<file path="config.mk">
export PLATFORM = sky130hd
export DESIGN_NAME = scd_ref_divider
export DESIGN_NICKNAME = d
export VERILOG_FILES = /design/src/rtl/scd_pkg.sv /design/src/rtl/scd_cfg_hold.sv /design/src/rtl/scd_long_div.sv /design/src/rtl/scd_prediv.sv /design/src/rtl/scd_ref_divider.sv
export SDC_FILE = /design/constraint.sdc
export NUM_CORES = 1
export LEC_CHECK = 0
export ABC_AREA = 1
export BUFFER_PORTS_ARGS = -buffer_cell sky130_fd_sc_hd__buf_4
export CAP_MARGIN = 0
export CORE_MARGIN = 4
export CORE_UTILIZATION = 64
export DETAILED_ROUTE_END_ITERATION = 10
export PLACE_DENSITY = 0.84
export REMOVE_ABC_BUFFERS = 1
export SLEW_MARGIN = 20
export SYNTH_ARGS = -nofsm -noshare
export SYNTH_HDL_FRONTEND = slang
export SYNTH_HIERARCHICAL = 1
export SYNTH_SLANG_ARGS = --single-unit
</file>
<file path="constraint.sdc">
create_clock -name clk -period 7.09 [get_ports clk]
set_clock_uncertainty 0.15 [all_clocks]
set_input_delay 2.127 -clock clk [delete_from_list [all_inputs] [get_ports clk]]
set_output_delay 2.127 -clock clk [all_outputs]
set_load 0.1 [all_outputs]
</file>
<file path="src/rtl/scd_pkg.sv">
// Package for the shared settling/reference divider.
// Holds the operating-mode type that selects the long counter's source and
// terminal count. Assumes nothing beyond plain SystemVerilog.
package scd_pkg;

    typedef enum logic [1:0] {
        MODE_SETTLE   = 2'd0,  // counting external ticks toward the stable flag
        MODE_FAST_EXT = 2'd1,  // stable, long divider on the external path
        MODE_SLOW_EXT = 2'd2   // stable, long divider on the internal path
    } scd_mode_e;

endpackage

</file>
<file path="src/rtl/scd_cfg_hold.sv">
// Configuration holder.
// Captures the two mode bits each cycle while the generator is disabled and
// freezes them while it runs, so no ratio changes in the middle of a count.
// Assumes the bits are quasi-static relative to clk.
module scd_cfg_hold (
    input  logic clk,
    input  logic rst_n,
    input  logic gen_en,
    input  logic slow_in,
    input  logic xtal_in,
    output logic slow_q,
    output logic xtal_q
);

    // Track the configuration inputs only while the generator is off.
    always_ff @(posedge clk) begin
        if (!rst_n) begin
            slow_q <= 1'b0;
            xtal_q <= 1'b0;
        end else if (!gen_en) begin
            slow_q <= slow_in;
            xtal_q <= xtal_in;
        end
    end

    // while enabled, the held values never move.
    p_cfg_frozen_r10: assert property (@(posedge clk) disable iff (!rst_n)
        $past(gen_en) |-> ($stable(slow_q) && $stable(xtal_q)));

endmodule

</file>
<file path="src/rtl/scd_long_div.sv">
// Long modulo counter shared by settling timer and reference divider.
// Counts tick_i pulses from 0 up to term_i-1. wrap_o is high in the same cycle
// as the tick that completes a full term. clr_i restarts the count from zero.
// Assumes term_i >= 1 and that term_i changes only together with clr_i.
module scd_long_div #(
    parameter int CW = 12
) (
    input  logic          clk,
    input  logic          rst_n,
    input  logic          clr_i,
    input  logic          tick_i,
    input  logic [CW:0]   term_i,
    output logic          wrap_o
);

    logic [CW-1:0] cnt;

    // Detect the tick that finishes the current term.
    assign wrap_o = tick_i && ({1'b0, cnt} == term_i - 1'b1);

    // Advance, wrap or restart the count.
    always_ff @(posedge clk) begin
        if (!rst_n || clr_i)  cnt <= '0;
        else if (wrap_o)      cnt <= '0;
        else if (tick_i)      cnt <= cnt + 1'b1;
    end

    // the count never reaches or passes its terminal value.
    p_cnt_in_range_r2: assert property (@(posedge clk) disable iff (!rst_n)
        ({1'b0, cnt} < term_i));

endmodule

</file>
<file path="src/rtl/scd_prediv.sv">
// Fixed pre-divider on a reference path.
// Emits one registered single-cycle pulse for every DIV input pulses.
// clr_i drops any partial count and any pending pulse.
// Assumes DIV >= 2.
module scd_prediv #(
    parameter int DIV = 4
) (
    input  logic clk,
    input  logic rst_n,
    input  logic clr_i,
    input  logic in_i,
    output logic pulse_o
);

    localparam int DW = (DIV > 2) ? $clog2(DIV) : 1;
    localparam logic [DW-1:0] LAST = DW'(DIV - 1);

    logic [DW-1:0] cnt;

    // Count input pulses and register the strobe on the last one.
    always_ff @(posedge clk) begin
        if (!rst_n || clr_i) begin
            cnt     <= '0;
            pulse_o <= 1'b0;
        end else begin
            pulse_o <= in_i && (cnt == LAST);
            if (in_i) cnt <= (cnt == LAST) ? '0 : cnt + 1'b1;
        end
    end

    // a strobe never lasts two cycles.
    p_single_cycle_r11: assert property (@(posedge clk) disable iff (!rst_n)
        pulse_o |=> !pulse_o);

endmodule

</file>
<file path="src/rtl/scd_ref_divider.sv">
// Shared clock settling timer and monitor reference divider (top).
// One long counter first times external-clock settling (SHORT_LEN or LONG_LEN
// external ticks), then divides one of the two sources for the clock monitor.
// Each reference path also carries a fixed PRE_DIV stage. A monitor inactivity
// pulse returns the block to settling. Assumes ext_tick and base_tick are
// synchronous one-cycle strobes.
module scd_ref_divider #(
    parameter int SHORT_LEN = 16,
    parameter int LONG_LEN  = 4096,
    parameter int EXT_LEN   = 128,
    parameter int PRE_DIV   = 4
) (
    input  logic clk,
    input  logic rst_n,
    input  logic gen_en,
    input  logic ext_tick,
    input  logic base_tick,
    input  logic cfg_slow_ext,
    input  logic cfg_xtal,
    input  logic mon_inactive,
    output logic ext_stable,
    output logic eref_strobe,
    output logic iref_strobe
);
    import scd_pkg::*;

    localparam int CW = $clog2(LONG_LEN);
    localparam logic [CW:0] TERM_SHORT = (CW+1)'(SHORT_LEN);
    localparam logic [CW:0] TERM_LONG  = (CW+1)'(LONG_LEN);
    localparam logic [CW:0] TERM_EXT   = (CW+1)'(EXT_LEN);

    logic        slow_q, xtal_q;
    logic        stable_d, restart, wrap;
    logic        long_tick, eref_in, iref_in;
    logic [CW:0] term, settle_term;
    scd_mode_e   mode;

    scd_cfg_hold cfg_i (
        .clk     (clk),
        .rst_n   (rst_n),
        .gen_en  (gen_en),
        .slow_in (cfg_slow_ext),
        .xtal_in (cfg_xtal),
        .slow_q  (slow_q),
        .xtal_q  (xtal_q)
    );

    // Pick the operating mode from the flag and held configuration.
    always_comb begin
        if (!ext_stable)  mode = MODE_SETTLE;
        else if (slow_q)  mode = MODE_SLOW_EXT;
        else              mode = MODE_FAST_EXT;
    end

    assign settle_term = xtal_q ? TERM_LONG : TERM_SHORT;

    // Route sources and terminal count per mode.
    always_comb begin
        term      = settle_term;
        long_tick = ext_tick;
        eref_in   = 1'b0;
        iref_in   = 1'b0;
        case (mode)
            MODE_FAST_EXT: begin
                term    = TERM_EXT;
                eref_in = wrap;
                iref_in = base_tick;
            end
            MODE_SLOW_EXT: begin
                long_tick = base_tick;
                eref_in   = ext_tick;
                iref_in   = wrap;
            end
            default: ;
        endcase
    end

    // Next value of the stable flag.
    always_comb begin
        if (!gen_en)                      stable_d = 1'b0;
        else if (ext_stable && mon_inactive) stable_d = 1'b0;
        else if (!ext_stable && wrap)     stable_d = 1'b1;
        else                              stable_d = ext_stable;
    end

    // Any disable or mode change restarts all counting from zero.
    assign restart = !gen_en || (stable_d != ext_stable);

    // Register the stable flag.
    always_ff @(posedge clk) begin
        if (!rst_n) ext_stable <= 1'b0;
        else        ext_stable <= stable_d;
    end

    scd_long_div #(.CW(CW)) long_i (
        .clk    (clk),
        .rst_n  (rst_n),
        .clr_i  (restart),
        .tick_i (long_tick),
        .term_i (term),
        .wrap_o (wrap)
    );

    // Both reference paths carry the same fixed pre-divider.
    for (genvar g = 0; g < 2; g++) begin : g_ref
        logic p_in, p_out;
        assign p_in = (g == 0) ? eref_in : iref_in;
        scd_prediv #(.DIV(PRE_DIV)) pre_i (
            .clk     (clk),
            .rst_n   (rst_n),
            .clr_i   (restart),
            .in_i    (p_in),
            .pulse_o (p_out)
        );
    end

    assign eref_strobe = g_ref[0].p_out;
    assign iref_strobe = g_ref[1].p_out;

    // a disabled generator clears the flag at the next edge.
    p_off_clear_r1: assert property (@(posedge clk) disable iff (!rst_n)
        !gen_en |=> !ext_stable);

    // the flag rises only on a completed settling count.
    p_rise_after_wrap_r2: assert property (@(posedge clk) disable iff (!rst_n)
        $rose(ext_stable) |-> $past(wrap));

    // no reference strobes while settling.
    p_quiet_settle_r5: assert property (@(posedge clk) disable iff (!rst_n)
        !ext_stable |-> (!eref_strobe && !iref_strobe));

    // monitor inactivity drops the flag.
    p_mon_clear_r8: assert property (@(posedge clk) disable iff (!rst_n)
        (ext_stable && mon_inactive) |=> !ext_stable);

    // the flag holds with no disable and no inactivity report.
    p_hold_stable_r12: assert property (@(posedge clk) disable iff (!rst_n)
        (ext_stable && gen_en && !mon_inactive) |=> ext_stable);

endmodule

</file>
==> run summary, run 1 <==
Core area: 2250 sq um
Reg clk slew, reported paths: 0.13 ns
Die Ht: 57.1 microns
Num rows: 17
DR WL/cell: 9.08 microns
Cell count after synthesis: 231
Vias: 1348
Seq pwr share: 56.8%
Full die area: 3260 sq um
DRT iter0 DRCs: 38
Area after DPL: 1750 sq um
Setup TNS: 0 ns
Min-delay worst type: reg2reg
Max-Cap Viols: 0
Tot GR Track Use: 19.6%
CP max stage cell: nand2_2
Most common cell in the netlist: nand2_1
Fin. max-slew vios: 0
Port buffer count: 10
Antenna violation net count after detailed routing: 0
Synth Flop Type: dfxtp_1
Largest net degree at the start of global routing: 13
Share of cells above drive strength 1: 19.3%
Via density: 4.46
Post-synth ARST share: 0%
Final WL: 2.74 mm
Switching part of the total power: 27.9%
Critical path cell sequence: buf_4, nand2_1, nand2_1, inv_1, a21oi_1, nand3_1, nor2_2, nand3_1, nor2_2, nand3_2, inv_1, nand2_1, nand3_1, nor2_1, nand2_2, nor2_1
Hold-fix buffers at CTS: 0
Mapped Area: 1540 sq um
Max stage delay on crit path: 0.27 ns
Post-CTS Resized: 0
Global-route wire length before repair: 5.18 mm
Cell family with most CP delay: simple AND/OR/NAND/NOR gates
CP endpoint kind: flip-flop
H-tree lvl count: 1
Top cell type's share of synthesized area: 27.3%
Sink Count: 21
Sequential share of the synthesized area: 27.3%
Final Net Count: 287
CP max FO: 12
Yosys top cell by area: dfxtp_1
CTS tree: done
TritonCTS Buffers: 3
Type of origin of the critical path: input pin
GRT overflow: 0
Chip Width: 57.1 microns
Kind of critical path: in2reg
Io pins: 11
Count of different cell masters after synthesis: 29
LEAKAGE: 0.817 nW
Switch Pwr: 0.0592 mW
Logic pwr share: 15.4%
Setup bufs post-CTS: 0
Final Cycle Share: 53.0%
Data arrival, critical path: 3.80 ns
Fin. Hold Viols: 0
Area delta synth->final: 15.5%
Ranking of synthesized cells by area: dfxtp_1 (27%), nand2_1 (15%), nor2_2 (7.7%), inv_1 (7.1%), nor2_1 (6.1%)
Max Freq: 266 MHz
Number of synthesized flops with an enable pin: 0
# DRC: 0
Outcome: complete, no violations
CP Buf/Inv Count: 3
Initial Utilization: 68.4%
Flops & latches, synth: 21
Pre-antenna DRT Iters: 4
CTS root buffer: clkbuf_4
Number of setup violations in the final report: 0
Initial antenna violation count: 0
Finished Cell Area: 1780 sq um
Antenna Cells: 0
Vias in the first global route: 1203
Total internal power: 0.153 mW
HPWL after DPL: 2.27 mm
Peak VDD IR: 0.136 mV
RSZ-0062 raised after global routing: false
Clk_lat worst skew: 0.31 ns
Power per Cell Area: 119 nW/um^2
Routability Congestion: 0.821
Worst EP required: 7.14 ns
Synth top cells by count: nand2_1 (63), inv_1 (29), nor2_1 (25)
Clk buf depth: 2
Ys Warns: 6
Clk pwr share: 27.8%
Period minus WS final: 3.76 ns
Mapped Avg Cell Area: 6.67 sq um
[path summary, 6_finish.rpt]
| kind | from | slack [ns] | endpoint | depth (start not counted) |
|---|---|---|---|---|
| max | ext_tick | 3.33 | long_i/cnt[3] | 16 |
| min reg2reg | g_ref[0].pre_i/cnt[1] | 0.32 | g_ref[0].pre_i/cnt[1] | 2 |
| max reg2reg | ext_stable | 4.47 | long_i/cnt[3] | 17 |
| min | g_ref[0].pre_i/cnt[1] | 0.32 | g_ref[0].pre_i/cnt[1] | 2 |
[metal layers]
layer,track usage (%),up-vias,wire length [microns]
li1,-,762,-
met1,27.5,570,1390
met2,30.5,14,1250
met3,3.62,2,82
met4,5.63,0,20
met5,0,-,0
[tightest hold or removal path: stages (launching register included)]
cell	delay, ns
dfxtp_1	0.34
nand2_1	0.06
a21oi_1	0.05
[metrics by stage]
step                power (mW)  cells  utilization (%)  hold slack, ns  worst slack (ns)
global placement         0.154    298             77.7           0.306              3.11
CTS                      0.212    302             79.0           0.325              3.33
finish                   0.212    302             79.0           0.324              3.33
global route             0.224    302             79.0           0.349              3.09
floorplan                0.148    260                -           0.292              3.30
detailed placement       0.155    298             77.7           0.309              3.00
[layout make-up]
class,count,area (sq um)
multi-input combinational,206,1100
inverter,33,124
tap,28,35.0
clock inverter,1,5.00
clock buffer,3,22.5
fill,192,474
timing repair buffer,10,75.1
sequential,21,420
[power by group through the flow]
stage	logic, mW	registers (mW)	clock network, mW
after floorplan	0.0246	0.123	0
after global placement	0.0309	0.123	0
after detailed placement	0.0313	0.123	0
after CTS	0.0314	0.121	0.0600
after global routing	0.0382	0.121	0.0650
final	0.0327	0.121	0.0589
[placed cells by master, fill, tap and decap left out]
master,synthesis,final
nand4_2,1,1
nor3b_2,1,1
nand2_1,63,63
nand2_2,5,5
nor2_4,3,3
buf_4,0,10
clkinv_2,0,1
inv_2,4,4
o21ai_0,1,1
and2_1,1,1
a21oi_1,5,5
o21ai_1,2,2
xor2_1,9,9
clkbuf_4,0,3
nand3_1,14,14
inv_1,29,29
mux2i_1,1,1
nand3b_1,2,2
nor3b_4,1,1
nor2_2,19,19
nor2_1,25,25
ha_1,4,4
dfxtp_1,21,21
nand3_2,1,1
or2_1,1,1
or2_2,1,1
o21bai_2,1,1
nand4_1,2,2
nor3_2,2,2
conb_1,1,31
xnor2_1,10,10
[flip-flops by register name, indices dropped and copies added (netlist names)]
| signal | flops |
|---|---|
| cfg_i/slow_q | 1 |
| cfg_i/xtal_q | 1 |
| ext_stable | 1 |
| g_ref.pre_i/cnt | 4 |
| g_ref.pre_i/pulse_o | 2 |
| long_i/cnt | 12 |
[cells by family after synthesis]
family / after synthesis / share of synthesized area [%]
fa+ha+maj: 4 / 3.25
other cells: 1 / 0.243
buf+inv: 34 / 8.77
xor+xnor: 19 / 10.8
compound gates: 9 / 3.33
simple gates: 142 / 45.7
flops: 21 / 27.3
mux: 1 / 0.649
Power figures use the tool's default switching activity.
==> run 2, diff against run 1 <==
--- a/config.mk
+++ b/config.mk
@@ -9,9 +9,9 @@
 export BUFFER_PORTS_ARGS = -buffer_cell sky130_fd_sc_hd__buf_4
 export CAP_MARGIN = 0
 export CORE_MARGIN = 4
-export CORE_UTILIZATION = 64
+export CORE_UTILIZATION = 54
 export DETAILED_ROUTE_END_ITERATION = 10
-export PLACE_DENSITY = 0.84
+export PLACE_DENSITY = 0.75
 export REMOVE_ABC_BUFFERS = 1
 export SLEW_MARGIN = 20
 export SYNTH_ARGS = -nofsm -noshare
==> constraint.sdc (replaced) <==
create_clock -name clk -period 3.4 [get_ports clk]
set_clock_uncertainty 0.15 [all_clocks]
set_input_delay 1.02 -clock clk [delete_from_list [all_inputs] [get_ports clk]]
set_output_delay 1.02 -clock clk [all_outputs]
set_load 0.1 [all_outputs]
==> run 2 against run 1 <==
Compared with the run above:
- global-route usage shrank 3.5 points
- wire length shrank 0.44%
- sequential power grew 110%
- sequential cell count is the same
- via count is essentially flat
- first-iteration DRC count shrank 5.3%
- clock-buffer cell count grew 1
- critical endpoint unchanged
- largest cell class unchanged
==> run summary, run 2 (synthesis results as in run 1) <==
Number of setup violations in the final report: 0
Sink Count: 21
Hold path depth: 2
Finished Cell Area: 1780 sq um
Period minus WS final: 2.67 ns
Data arrival, critical path: 2.71 ns
Reg2Reg Depth: 17
Met2 usage: 26.1%
Routability Congestion: 0.788
RR Startpoint: ext_stable
Fillers: 269
Clk_lat worst skew: 0.30 ns
Met1 usage: 21.8%
Full die area: 3770 sq um
Initial antenna violation count: 0
Max reg flops: 12
HPWL after DPL: 2.29 mm
Pre-CTS WS: 0.417 ns
Hold slack final: 0.322 ns
Outcome: complete, no violations
Largest net degree at the start of global routing: 13
Top flop regs: long_i/cnt: 12 flops, g_ref.pre_i/cnt: 4 flops, g_ref.pre_i/pulse_o: 2 flops
Initial Utilization: 56.4%
Final Net Count: 287
Via density: 4.42
CTS tree: done
Die Ht: 61.4 microns
Met3 Use GR: 2.52%
Most flop-heavy register: long_i/cnt
Share of cells above drive strength 1: 19.0%
Max Freq: 375 MHz
Hold-fix buffers at CTS: 0
LEAKAGE: 0.815 nW
Num rows: 19
RSZ-0062 raised after global routing: false
Worst Hold End: g_ref[1].pre_i/cnt[1]
Max-Cap Viols: 0
TritonCTS Buffers: 3
GRT busiest layer: met2
DR WL/cell: 8.95 microns
# DRC: 0
Vias in the first global route: 1084
Peak VDD IR: 0.276 mV
R2R Path End: long_i/cnt[3]
Power per Cell Area: 247 nW/um^2
Type of origin of the critical path: input pin
Hold wc startpoint: g_ref[1].pre_i/cnt[1]
Multi-input gate area: 1100 sq um
Most frequent cells in the layout: nand2_1 (63), conb_1 (31), inv_1 (29)
Global-route wire length before repair: 4.51 mm
Min-delay worst type: reg2reg
Pre-antenna DRT Iters: 4
Setup TNS: 0 ns
Register area: 420 sq um
Worst Setup Slack, final: 0.734 ns
Area delta synth->final: 15.7%
Commonest non-fill, non-tap cell in the layout: nand2_1
H-tree lvl count: 1
Reg2reg setup slack: 0.79 ns
Final WL: 2.73 mm
Antenna Cells: 0
CP endpoint kind: flip-flop
Reg clk slew, reported paths: 0.12 ns
Io pins: 11
Post-CTS Resized: 0
CTS root buffer: clkbuf_4
Final Cycle Share: 78.4%
DRT iter0 DRCs: 36
Setup bufs post-CTS: 0
Clk buf depth: 2
Fin. Hold Viols: 0
Worst EP required: 3.44 ns
Antenna violation net count after detailed routing: 0
Core area: 2730 sq um
CP max FO: 12
GRT overflow: 0
Chip Width: 61.4 microns
Area after DPL: 1760 sq um
Kind of critical path: in2reg
Port buffer count: 10
Fin. max-slew vios: 0
Vias: 1347
Tot GR Track Use: 16.1%
Total power: 0.441 mW
==> run 2: area by class of cell <==
type                    instances  share of cell area [%]
multi-input cells             206                    61.6
flip-flops and latches         21                    23.6
clock buffers                   4                    1.47
inverters                      33                    6.95
repair buffers                 10                    4.21
well taps                      31                    2.18
==> run 2: metal layers <==
layer  wire length [microns]  part of all wire [%]
met5                       0                     0
met4                      21                  0.77
met3                      55                   2.0
met2                    1300                    47
met1                    1360                    50
==> run 2: power breakdown <==
part           switching [mW]  total [mW]  internal, mW
Clock                  0.0758       0.121        0.0457
Combinational          0.0412      0.0678        0.0266
Sequential            0.00285       0.251         0.248
==> run 2: through the flow <==
stage | cells | util (%)
after floorplan | 260 | -
after global placement | 301 | 64.3
after detailed placement | 301 | 64.3
after CTS | 305 | 65.2
after global routing | 305 | 65.2
final | 305 | 65.2
==> run 2: worst max-delay path, stage by stage <==
cell	delay [ns]
buf_4	0.09
nand2_1	0.04
nand2_1	0.17
inv_1	0.06
a21oi_1	0.11
nand3_1	0.11
nor2_2	0.11
nand3_1	0.09
nor2_2	0.10
nand3_2	0.09
inv_1	0.13
nand2_1	0.07
nand3_1	0.11
nor2_1	0.07
nand2_2	0.28
nor2_1	0.07
==> run 2: how the worst max path moves through the flow <==
| stage | start | endpoint | slack [ns] | cells after the start |
|---|---|---|---|---|
| 2_1_floorplan | ext_stable | long_i/cnt[11] | 0.45 | 17 |
| 3_3_place_gp | base_tick | long_i/cnt[3] | 0.52 | 16 |
| 3_5_place_dp | ext_tick | long_i/cnt[3] | 0.42 | 16 |
| 4_1_cts | ext_tick | long_i/cnt[3] | 0.74 | 16 |
| 5_1_grt | base_tick | long_i/cnt[11] | 0.49 | 16 |
| 6_report | ext_tick | long_i/cnt[3] | 0.73 | 16 |
==> run 3, diff against run 2 <==
--- a/config.mk
+++ b/config.mk
@@ -5,13 +5,13 @@
 export SDC_FILE = /design/constraint.sdc
 export NUM_CORES = 1
 export LEC_CHECK = 0
-export ABC_AREA = 1
+export ABC_AREA = 0
 export BUFFER_PORTS_ARGS = -buffer_cell sky130_fd_sc_hd__buf_4
 export CAP_MARGIN = 0
 export CORE_MARGIN = 4
-export CORE_UTILIZATION = 54
+export CORE_UTILIZATION = 59
 export DETAILED_ROUTE_END_ITERATION = 10
-export PLACE_DENSITY = 0.75
+export PLACE_DENSITY = 0.78
 export REMOVE_ABC_BUFFERS = 1
 export SLEW_MARGIN = 20
 export SYNTH_ARGS = -nofsm -noshare
==> constraint.sdc (replaced) <==
create_clock -name clk -period 2.5 [get_ports clk]
set_clock_uncertainty 0.15 [all_clocks]
set_input_delay 0.75 -clock clk [delete_from_list [all_inputs] [get_ports clk]]
set_output_delay 0.75 -clock clk [all_outputs]
set_load 0.1 [all_outputs]
==> run 3 against run 2 <==
Compared with the run above:
- first-iteration DRC count grew 25%
- the flow now finishes with violations (negative setup slack)
- via count is 2.8% higher
- synthesized area decreased by 0.97%
- sequential power grew 35%
- non-clock buffer count rose by 26
- sequential cell count is the same
- cell count is 14% lower
- largest cell class unchanged
==> run summary, run 3 <==
Met1 usage: 25.0%
Ranking of synthesized cells by area: dfxtp_1 (28%), xor2_1 (6.9%), mux2i_1 (5.2%), xnor2_1 (4.6%), nor2_2 (4.1%)
Mapped Avg Cell Area: 9.09 sq um
Power per Cell Area: 309 nW/um^2
TritonCTS Buffers: 3
GRT busiest layer: met2
CP max FO: 8
Port buffer count: 10
DRT iter0 DRCs: 45
Max Freq: 344 MHz
Placed Cells: 251
Type of origin of the critical path: flip-flop
Number of synthesized flops with an enable pin: 0
Synth Flop Type: dfxtp_1
Clk_lat worst skew: 0.30 ns
Top cell type's share of synthesized area: 27.5%
Min-delay worst type: reg2reg
Data arrival, critical path: 3.00 ns
Core area: 2480 sq um
Area after DPL: 1850 sq um
Number of setup violations in the final report: 18
Fin. max-slew vios: 0
Num rows: 18
Mapped Area: 1530 sq um
Count of different cell masters after synthesis: 48
DR WL/cell: 14.0 microns
Clk buf depth: 2
Antenna Cells: 0
GRT overflow: 0
Synth top cells by count: dfxtp_1 (21), nand2_1 (13), xor2_1 (12)
Ys Warns: 6
Die Ht: 58.9 microns
Non-Filler Instances: 263
Final Cycle Share: 116%
Vias: 1385
Sequential share of the synthesized area: 27.5%
Antenna violation net count after detailed routing: 0
Reg clk slew, reported paths: 0.11 ns
Flops & latches, synth: 21
CP endpoint kind: flip-flop
Routability Congestion: 0.766
Max reg flops: 12
HPWL after DPL: 2.51 mm
Fillers: 161
Core Util, Final: 82.2%
CTS root buffer: clkbuf_4
Max-Cap Viols: 0
Share of cells above drive strength 1: 33.5%
LEAKAGE: 0.824 nW
Cell count after synthesis: 168
Pre-CTS WS: -0.479 ns
Chip Width: 58.9 microns
Final WL: 3.69 mm
Worst-Margin Slew: 0.668 ns
Post-synth ARST share: 0%
Via density: 5.27
Final Net Count: 246
Io pins: 11
Kind of critical path: reg2reg
Most common cell in the netlist: dfxtp_1
Worst EP required: 2.59 ns
Tot GR Track Use: 22.6%
Commonest non-fill, non-tap cell in the layout: buf_4
Outcome: finished with violations
Worst Setup Slack, final: -0.410 ns
Top flop regs: long_i/cnt: 12 flops, g_ref.pre_i/cnt: 4 flops, g_ref.pre_i/pulse_o: 2 flops
Global-route wire length before repair: 6.00 mm
Initial antenna violation count: 0
Period minus WS final: 2.91 ns
Finished Cell Area: 2040 sq um
Slew margin rel.: 55.5%
RSZ-0062 raised after global routing: true
CTS tree: done
H-tree lvl count: 1
Pre-antenna DRT Iters: 4
Hold-fix buffers at CTS: 0
Peak VDD IR: 0.402 mV
Met2 usage: 42.6%
Vias in the first global route: 1425
Fin. Hold Viols: 0
Area delta synth->final: 33.4%
Initial Utilization: 61.6%
Largest net degree at the start of global routing: 12
Met3 Use GR: 1.32%
Full die area: 3470 sq um
Most flop-heavy register: long_i/cnt
Sink Count: 21
# DRC: 0
Failing checks: negative setup slack
Yosys top cell by area: dfxtp_1
Most frequent cells in the layout: buf_4 (35), conb_1 (30), dfxtp_1 (20)
==> run 3: metal layers <==
| metal | wire length (microns) | part of all wire (%) |
|---|---|---|
| met1 | 1490 | 41 |
| met4 | 121 | 3.3 |
| met2 | 1970 | 54 |
| met3 | 98 | 2.7 |
| met5 | 0 | 0 |
==> run 3: logic make-up after synthesis <==
group / after synthesis / synth area share [%]
xor gates and xnor gates: 22 / 14.3
adders and majority gates: 4 / 3.28
DFF: 21 / 27.5
other: 1 / 0.246
AOI/OAI and AO/OA: 15 / 9.10
buffers and inverters: 11 / 4.18
and+or+nand+nor: 85 / 35.1
muxes: 9 / 6.23
==> run 3: area by class of cell <==
class                   count  area (sq um)  share of cell area (%)
flip-flops and latches     21           422                    20.7
multi-input cells         166          1250                    61.6
repair buffers             36           274                    13.5
well taps                  30          37.5                    1.84
inverters                   6          22.5                    1.11
clock buffers               4          26.3                    1.29
==> run 3: worst paths after layout <==
check | slack [ns] | startpoint | end | depth (start not counted)
worst max register to register | -0.41 | cfg_i/slow_q | g_ref[1].pre_i/cnt[0] | 12
worst min-delay path | 0.37 | g_ref[1].pre_i/cnt[0] | g_ref[1].pre_i/cnt[0] | 2
worst max-delay path | -0.41 | cfg_i/slow_q | g_ref[1].pre_i/cnt[0] | 12
worst min register to register | 0.37 | g_ref[1].pre_i/cnt[0] | g_ref[1].pre_i/cnt[0] | 2
==> run 3: per-stage QoR <==
step / total power [mW] / hold WS, ns / setup TNS (ns)
global route: 0.654 / 0.391 / -8.60
finish: 0.630 / 0.374 / -4.96
global placement: 0.443 / 0.332 / -6.65
floorplan: 0.416 / 0.315 / -21.12
CTS: 0.621 / 0.370 / -3.31
detailed placement: 0.447 / 0.356 / -7.12
==> run 3: timing repair <==
action | 4_1_cts | 5_1_grt
setup endpoints to repair | 18 | 18
buffers inserted | 4 | 3
pin swaps | 18 | 2
gates cloned | 1 | 0
gates resized for setup | 15 | 5
==> run 3: critical path, stage by stage (launching register included) <==
cell and delay (ns):
dfxtp_2 0.33, and2b_2 0.22, nor2_2 0.07, nor4_4 0.34, nand4_1 0.23, xnor2_2 0.23, nand4_1 0.15, nor4_2 0.20
buf_4 0.19, mux2i_1 0.08, nor2b_1 0.15, or3b_1 0.39, a21oi_2 0.12
==> run 3: power breakdown <==
group	total [mW]	switching [mW]	internal (mW)
registers	0.340	0.00284	0.338
logic	0.129	0.0706	0.0586
clock network	0.160	0.0976	0.0622
total	0.630	0.171	0.458
